===== config.mk =====
export PLATFORM = sky130hd
export DESIGN_NAME = gpio_edge_irq_unit
export DESIGN_NICKNAME = d
export VERILOG_FILES = /design/src/rtl/gpio_edge_pkg.sv /design/src/rtl/gpio_edge_sync.sv /design/src/rtl/gpio_edge_regs.sv /design/src/rtl/gpio_edge_outs.sv /design/src/rtl/gpio_edge_irq_unit.sv
export SDC_FILE = /design/constraint.sdc
export NUM_CORES = 1
export LEC_CHECK = 0
export ABC_CLOCK_PERIOD_IN_PS = 2400
export BUFFER_PORTS_ARGS = -buffer_cell sky130_fd_sc_hd__buf_2
export CAP_MARGIN = 40
export CORE_MARGIN = 4
export CORE_UTILIZATION = 25
export DETAILED_ROUTE_END_ITERATION = 7
export PLACE_DENSITY = 0.49
export SYNTH_ARGS = -nofsm -noshare
export SYNTH_HDL_FRONTEND = slang
export SYNTH_SLANG_ARGS = --single-unit

===== constraint.sdc =====
create_clock -name clk -period 2.4 [get_ports clk]
set_input_delay 0.36 -clock clk [delete_from_list [all_inputs] [get_ports clk]]
set_output_delay 0.36 -clock clk [all_outputs]
set_load 0.01 [all_outputs]

===== src/rtl/gpio_edge_pkg.sv =====
package gpio_edge_pkg;

   localparam int REG_IDX_W = 4;

   // Register word indices on the bus
   typedef enum logic [REG_IDX_W-1:0] {
      REG_STATUS = 4'd0,
      REG_RISE   = 4'd1,
      REG_FALL   = 4'd2,
      REG_WAKE   = 4'd3
   } reg_idx_e;

endpackage


===== src/rtl/gpio_edge_sync.sv =====
module gpio_edge_sync #(
   parameter int NUM_PINS    = 28,
   parameter int SYNC_STAGES = 2
) (
   input  logic                clk,
   input  logic                rst_n,
   input  logic [NUM_PINS-1:0] pin_i,
   output logic [NUM_PINS-1:0] rise_o,
   output logic [NUM_PINS-1:0] fall_o
);

   logic [NUM_PINS-1:0] stage_q [SYNC_STAGES];
   logic [NUM_PINS-1:0] prev_q;

   generate
      for (genvar s = 0; s < SYNC_STAGES; s++) begin : g_stage
         if (s == 0) begin : g_first
            always_ff @(posedge clk or negedge rst_n) begin
               if (!rst_n) stage_q[s] <= '0;
               else        stage_q[s] <= pin_i;
            end
         end else begin : g_next
            always_ff @(posedge clk or negedge rst_n) begin
               if (!rst_n) stage_q[s] <= '0;
               else        stage_q[s] <= stage_q[s-1];
            end
         end
      end
   endgenerate

   always_ff @(posedge clk or negedge rst_n) begin
      if (!rst_n) prev_q <= '0;
      else        prev_q <= stage_q[SYNC_STAGES-1];
   end

   assign rise_o = stage_q[SYNC_STAGES-1] & ~prev_q;
   assign fall_o = ~stage_q[SYNC_STAGES-1] & prev_q;

endmodule


===== src/rtl/gpio_edge_regs.sv =====
module gpio_edge_regs
   import gpio_edge_pkg::*;
#(
   parameter int NUM_PINS = 28,
   parameter int DATA_W   = 32,
   parameter int ADDR_W   = 4
) (
   input  logic                clk,
   input  logic                rst_n,
   input  logic                wr_i,
   input  logic                rd_i,
   input  logic [ADDR_W-1:0]   addr_i,
   input  logic [DATA_W-1:0]   wdata_i,
   output logic [DATA_W-1:0]   rdata_o,
   input  logic                sleep_i,
   input  logic [NUM_PINS-1:0] rise_evt_i,
   input  logic [NUM_PINS-1:0] fall_evt_i,
   output logic [NUM_PINS-1:0] status_o,
   output logic [NUM_PINS-1:0] rise_en_o,
   output logic [NUM_PINS-1:0] fall_en_o,
   output logic [NUM_PINS-1:0] wake_en_o
);

   localparam int PAD_W = DATA_W - NUM_PINS;

   logic [NUM_PINS-1:0] status_q, rise_en_q, fall_en_q, wake_en_q;
   logic [NUM_PINS-1:0] wr_bits, clr_mask, set_mask, gate;
   logic                hit_status, hit_rise, hit_fall, hit_wake;
   logic [NUM_PINS-1:0] rd_bits;

   assign wr_bits    = wdata_i[NUM_PINS-1:0];
   assign hit_status = wr_i && (addr_i == ADDR_W'(REG_STATUS));
   assign hit_rise   = wr_i && (addr_i == ADDR_W'(REG_RISE));
   assign hit_fall   = wr_i && (addr_i == ADDR_W'(REG_FALL));
   assign hit_wake   = wr_i && (addr_i == ADDR_W'(REG_WAKE));

   // While asleep only wake-enabled pins may record edges
   assign gate     = sleep_i ? wake_en_q : '1;
   assign set_mask = ((rise_evt_i & rise_en_q) | (fall_evt_i & fall_en_q)) & gate;
   assign clr_mask = hit_status ? wr_bits : '0;

   always_ff @(posedge clk or negedge rst_n) begin
      if (!rst_n) begin
         status_q  <= '0;
         rise_en_q <= '0;
         fall_en_q <= '0;
         wake_en_q <= '0;
      end else begin
         status_q <= (status_q & ~clr_mask) | set_mask;
         if (hit_rise) rise_en_q <= wr_bits;
         if (hit_fall) fall_en_q <= wr_bits;
         if (hit_wake) wake_en_q <= wr_bits;
      end
   end

   always_comb begin
      case (addr_i)
         ADDR_W'(REG_STATUS): rd_bits = status_q;
         ADDR_W'(REG_RISE):   rd_bits = rise_en_q;
         ADDR_W'(REG_FALL):   rd_bits = fall_en_q;
         ADDR_W'(REG_WAKE):   rd_bits = wake_en_q;
         default:             rd_bits = '0;
      endcase
   end

   always_ff @(posedge clk or negedge rst_n) begin
      if (!rst_n)    rdata_o <= '0;
      else if (rd_i) rdata_o <= {{PAD_W{1'b0}}, rd_bits};
   end

   assign status_o  = status_q;
   assign rise_en_o = rise_en_q;
   assign fall_en_o = fall_en_q;
   assign wake_en_o = wake_en_q;

endmodule


===== src/rtl/gpio_edge_outs.sv =====
module gpio_edge_outs #(
   parameter int NUM_PINS   = 28,
   parameter int NUM_DIRECT = 11
) (
   input  logic [NUM_PINS-1:0]   status_i,
   input  logic [NUM_PINS-1:0]   wake_en_i,
   input  logic                  sleep_i,
   output logic [NUM_DIRECT-1:0] irq_pin_o,
   output logic                  irq_summary_o,
   output logic                  wake_o
);

   logic upper_any;

   generate
      for (genvar i = 0; i < NUM_DIRECT; i++) begin : g_direct
         assign irq_pin_o[i] = status_i[i] & ~sleep_i;
      end
      if (NUM_DIRECT < NUM_PINS) begin : g_cascade
         assign upper_any = |status_i[NUM_PINS-1:NUM_DIRECT];
      end else begin : g_no_cascade
         assign upper_any = 1'b0;
      end
   endgenerate

   assign irq_summary_o = upper_any & ~sleep_i;
   assign wake_o        = sleep_i & |(status_i & wake_en_i);

endmodule


===== src/rtl/gpio_edge_irq_unit.sv =====
module gpio_edge_irq_unit
   import gpio_edge_pkg::*;
#(
   parameter int NUM_PINS    = 28,
   parameter int NUM_DIRECT  = 11,
   parameter int DATA_W      = 32,
   parameter int ADDR_W      = REG_IDX_W,
   parameter int SYNC_STAGES = 2
) (
   input  logic                  clk,
   input  logic                  rst_n,
   input  logic [NUM_PINS-1:0]   pin_i,
   input  logic                  sleep_i,
   input  logic                  bus_wr_i,
   input  logic                  bus_rd_i,
   input  logic [ADDR_W-1:0]     bus_addr_i,
   input  logic [DATA_W-1:0]     bus_wdata_i,
   output logic [DATA_W-1:0]     bus_rdata_o,
   output logic [NUM_DIRECT-1:0] irq_pin_o,
   output logic                  irq_summary_o,
   output logic                  wake_o
);

   generate
      if (NUM_PINS > DATA_W || NUM_PINS < 1) begin : g_bad_pins
         $error("NUM_PINS must lie between 1 and DATA_W");
      end
      if (NUM_DIRECT < 1 || NUM_DIRECT > NUM_PINS) begin : g_bad_direct
         $error("NUM_DIRECT must lie between 1 and NUM_PINS");
      end
      if (SYNC_STAGES < 2) begin : g_bad_sync
         $error("SYNC_STAGES must be at least 2");
      end
      if (ADDR_W < REG_IDX_W) begin : g_bad_addr
         $error("ADDR_W too narrow for the register indices");
      end
   endgenerate

   logic [NUM_PINS-1:0] rise_evt, fall_evt;
   logic [NUM_PINS-1:0] status_q, rise_en_q, fall_en_q, wake_en_q;

   gpio_edge_sync #(
      .NUM_PINS    (NUM_PINS),
      .SYNC_STAGES (SYNC_STAGES)
   ) sync_i (
      .clk    (clk),
      .rst_n  (rst_n),
      .pin_i  (pin_i),
      .rise_o (rise_evt),
      .fall_o (fall_evt)
   );

   gpio_edge_regs #(
      .NUM_PINS (NUM_PINS),
      .DATA_W   (DATA_W),
      .ADDR_W   (ADDR_W)
   ) regs_i (
      .clk        (clk),
      .rst_n      (rst_n),
      .wr_i       (bus_wr_i),
      .rd_i       (bus_rd_i),
      .addr_i     (bus_addr_i),
      .wdata_i    (bus_wdata_i),
      .rdata_o    (bus_rdata_o),
      .sleep_i    (sleep_i),
      .rise_evt_i (rise_evt),
      .fall_evt_i (fall_evt),
      .status_o   (status_q),
      .rise_en_o  (rise_en_q),
      .fall_en_o  (fall_en_q),
      .wake_en_o  (wake_en_q)
   );

   gpio_edge_outs #(
      .NUM_PINS   (NUM_PINS),
      .NUM_DIRECT (NUM_DIRECT)
   ) outs_i (
      .status_i      (status_q),
      .wake_en_i     (wake_en_q),
      .sleep_i       (sleep_i),
      .irq_pin_o     (irq_pin_o),
      .irq_summary_o (irq_summary_o),
      .wake_o        (wake_o)
   );

endmodule


==> run metrics <==
final worst slack=around 0.066 ns; Post-route DRC=0; Vias=5934; die height=198 um; Synth top area share=62.3%; htree depth=1; GRT overflow=0; FMAX=429 MHz; CTS buffer count=27; Starting Density=25.3%; critical path type=flip-flop to output pin; All-Layer GR Usage=12.8%; Detailed Route WL=24900 um; Setup crit end kind=output pin; min Tclk post-route=2.33 ns; area leader, netlist=dfrtp_1; status=complete, no violations; Mapped Area=about 9000 um2; full die area=between 30000 and 40000 um2; Cell variety after synth=33; count leader, synth=dfrtp_1; GR met2 Demand/Resource=20.7%; DP Wirelength=17200 um; # port buffers=approximately 110; unrepaired setup endpoints after global routing=yes; ANT nets after route=0; crit start category=flip-flop; ys flop type=dfrtp_1; FF+latch area=5610 um2; Tcrit/Tclk final=between 90% and 100%; Mapped Cells=696; core area=35600 um2; Final setup viols=0; Hold Path Class=primary input to flip-flop; Post-synth top cells=dfrtp_1, mux2_2, nand2_1, nor2b_1, a22oi_1; largest net degree at the start of global routing=67; nets=925; Fillers=3630; crit path DAT=1.97 ns; Req. time, crit path=2.04 ns; post-synthesis sequential area ratio=62.3%; initial antenna violation count=4; Avg Synthesized Cell Area=approximately 13 um2; share of layout cells above drive strength 1=31.7%; Rel. slew slack=64.2%; Peak VDD IR=between 0.0004 and 0.0005 V; multi-input logic area=roughly 3300 um2; P&R area growth vs syn=26.8%; met1 GRT Util=17.3%; GR Util met3=3.37%; DR WL/cell=roughly 19 um; CTS tree=yes; max-slew violation count=0; number of global-route vias before repair=slightly above 6000; Avg Vias per Cell=4.44; GR peak layer=met2; Clock transition at path regs=0.06 ns; final hold violations=0; global-route wire length before repair=38800 um; Initial DRC Count=238; synth warn=0; Leak Pwr=5.03 nW; critical path peak fanout=3; max-cap violations=0; PD cells=882 nW/um2; Tot Pwr=10.1 mW; IO Count=114; Rows=69; DRT Pass-1 Iters=4; Post-synth EDFFs=0; GPL Wtd Cong=0.737; dpl ws=approximately 0.28 ns; largest buffer count on any clock path=3; Synth area leaders=dfrtp_1, mux2_2, nand2_1, a22oi_1, a22o_1; Async SR Flop Fraction=100%; slew of the pin with the lowest slew margin=0.537 ns; Die X=a little under 200 um; worst-skew pair later-pin latency=0.52 ns; Worst Skew=0.0145 ns; register bit total from synthesis=224; # clock sinks=224; Root Buffer=clkbuf_16
==> final timing paths <==
path	from	endpoint	slack, ns	cells after the start
setup reg to reg	regs_i.status_o[15]	regs_i.rdata_o[15]	1.24	3
hold / removal	bus_wdata_i[13]	regs_i.fall_en_o[13]	0.10	2
min in group asynchronous	rst_n	regs_i.fall_en_o[18]	0.40	2
setup / recovery	regs_i.status_o[12]	wake_o	0.07	5
hold reg to reg	sync_i.stage_q[33]	sync_i.stage_q[5]	0.34	0
max in group asynchronous	rst_n	sync_i.prev_q[17]	1.25	3
==> cells by family (layout without fill, tap and decap cells) <==
logic type,count (synthesis),after routing,share of synthesized area [%]
and+or+nand+nor,170,170,10.2
muxes,112,112,14.1
buffers and inverters,36,211,2.10
DFF,224,224,62.3
AOI/OAI and AO/OA,153,153,11.3
other,1,5,0.0417
==> metal layers <==
metal / routed length, um / vias to the layer above
met1: 11400 / 2961
li1: - / 2823
met4: 454 / 6
met5: 41 / -
met3: 1350 / 33
met2: 11700 / 111
==> stage by stage <==
step | std cells | setup TNS (ns) | area, um2 | hold WS [ns] | util, %
3_5_place_dp | 1258 | 0 | 10200 | 0.335 | 28.6
6_report | 1336 | 0 | 11400 | 0.105 | 32.1
4_1_cts | 1335 | 0 | 11400 | 0.0829 | 32.0
2_1_floorplan | 699 | 0 | 9010 | 0.0644 | -
3_3_place_gp | 1258 | 0 | 10200 | 0.335 | 28.6
5_1_grt | 1336 | -0.0982 | 11400 | 0.0864 | 32.1
==> what timing repair did <==
action,CTS,global route
hold buffers,29,0
endpoints found under the hold margin,89,0
pin swaps,2,1
setup endpoints to repair,2,2
gates resized for setup,6,2
buffers inserted,1,0
==> where the power goes <==
part | internal [mW] | switching, mW
Sequential | 4.31 | 0.502
Combinational | 0.739 | 0.556
Clock | 2.43 | 1.53
==> flip-flops by register name, indices dropped and copies added, names as in the netlist <==
register	flops
regs_i.fall_en_o	28
sync_i.stage_q	56
sync_i.prev_q	28
regs_i.wake_en_o	28
regs_i.rdata_o	28
regs_i.status_o	28
regs_i.rise_en_o	28
==> critical path: stages, from the launching register on <==
cell and delay, ns:
dfrtp_1 0.42, a22o_1 0.26, a221oi_2 0.20, nand4_1 0.12, o31a_1 0.29, buf_2 0.15
==> final cells by class <==
class / instances / area share (%)
flip-flops and latches: 224 / 49.1
multi-input cells: 439 / 28.7
repair buffers: 162 / 9.41
clock buffers: 42 / 7.20
well taps: 461 / 5.05
clock inverters: 5 / 0.439
inverters: 2 / 0.0658
diodes: 1 / 0.0219
==> cell usage in the layout (no fill, tap or decap), types with 4 or more instances in the layout <==
master and count:
clkbuf_8 9, clkbuf_1 6, conb_1 4, a22o_1 30
nor2b_1 38, o22ai_1 26, clkinv_2 4, o21ai_0 28
mux2_1 21, dfrtp_1 223, a21oi_1 27, buf_4 25
nand2b_1 28, nand4_1 4, nand2_1 82, clkbuf_16 27
dlygate4sd3_1 29, mux2_2 90, buf_2 104, a22oi_1 37
Note: power is estimated with default switching activity, not from simulation.
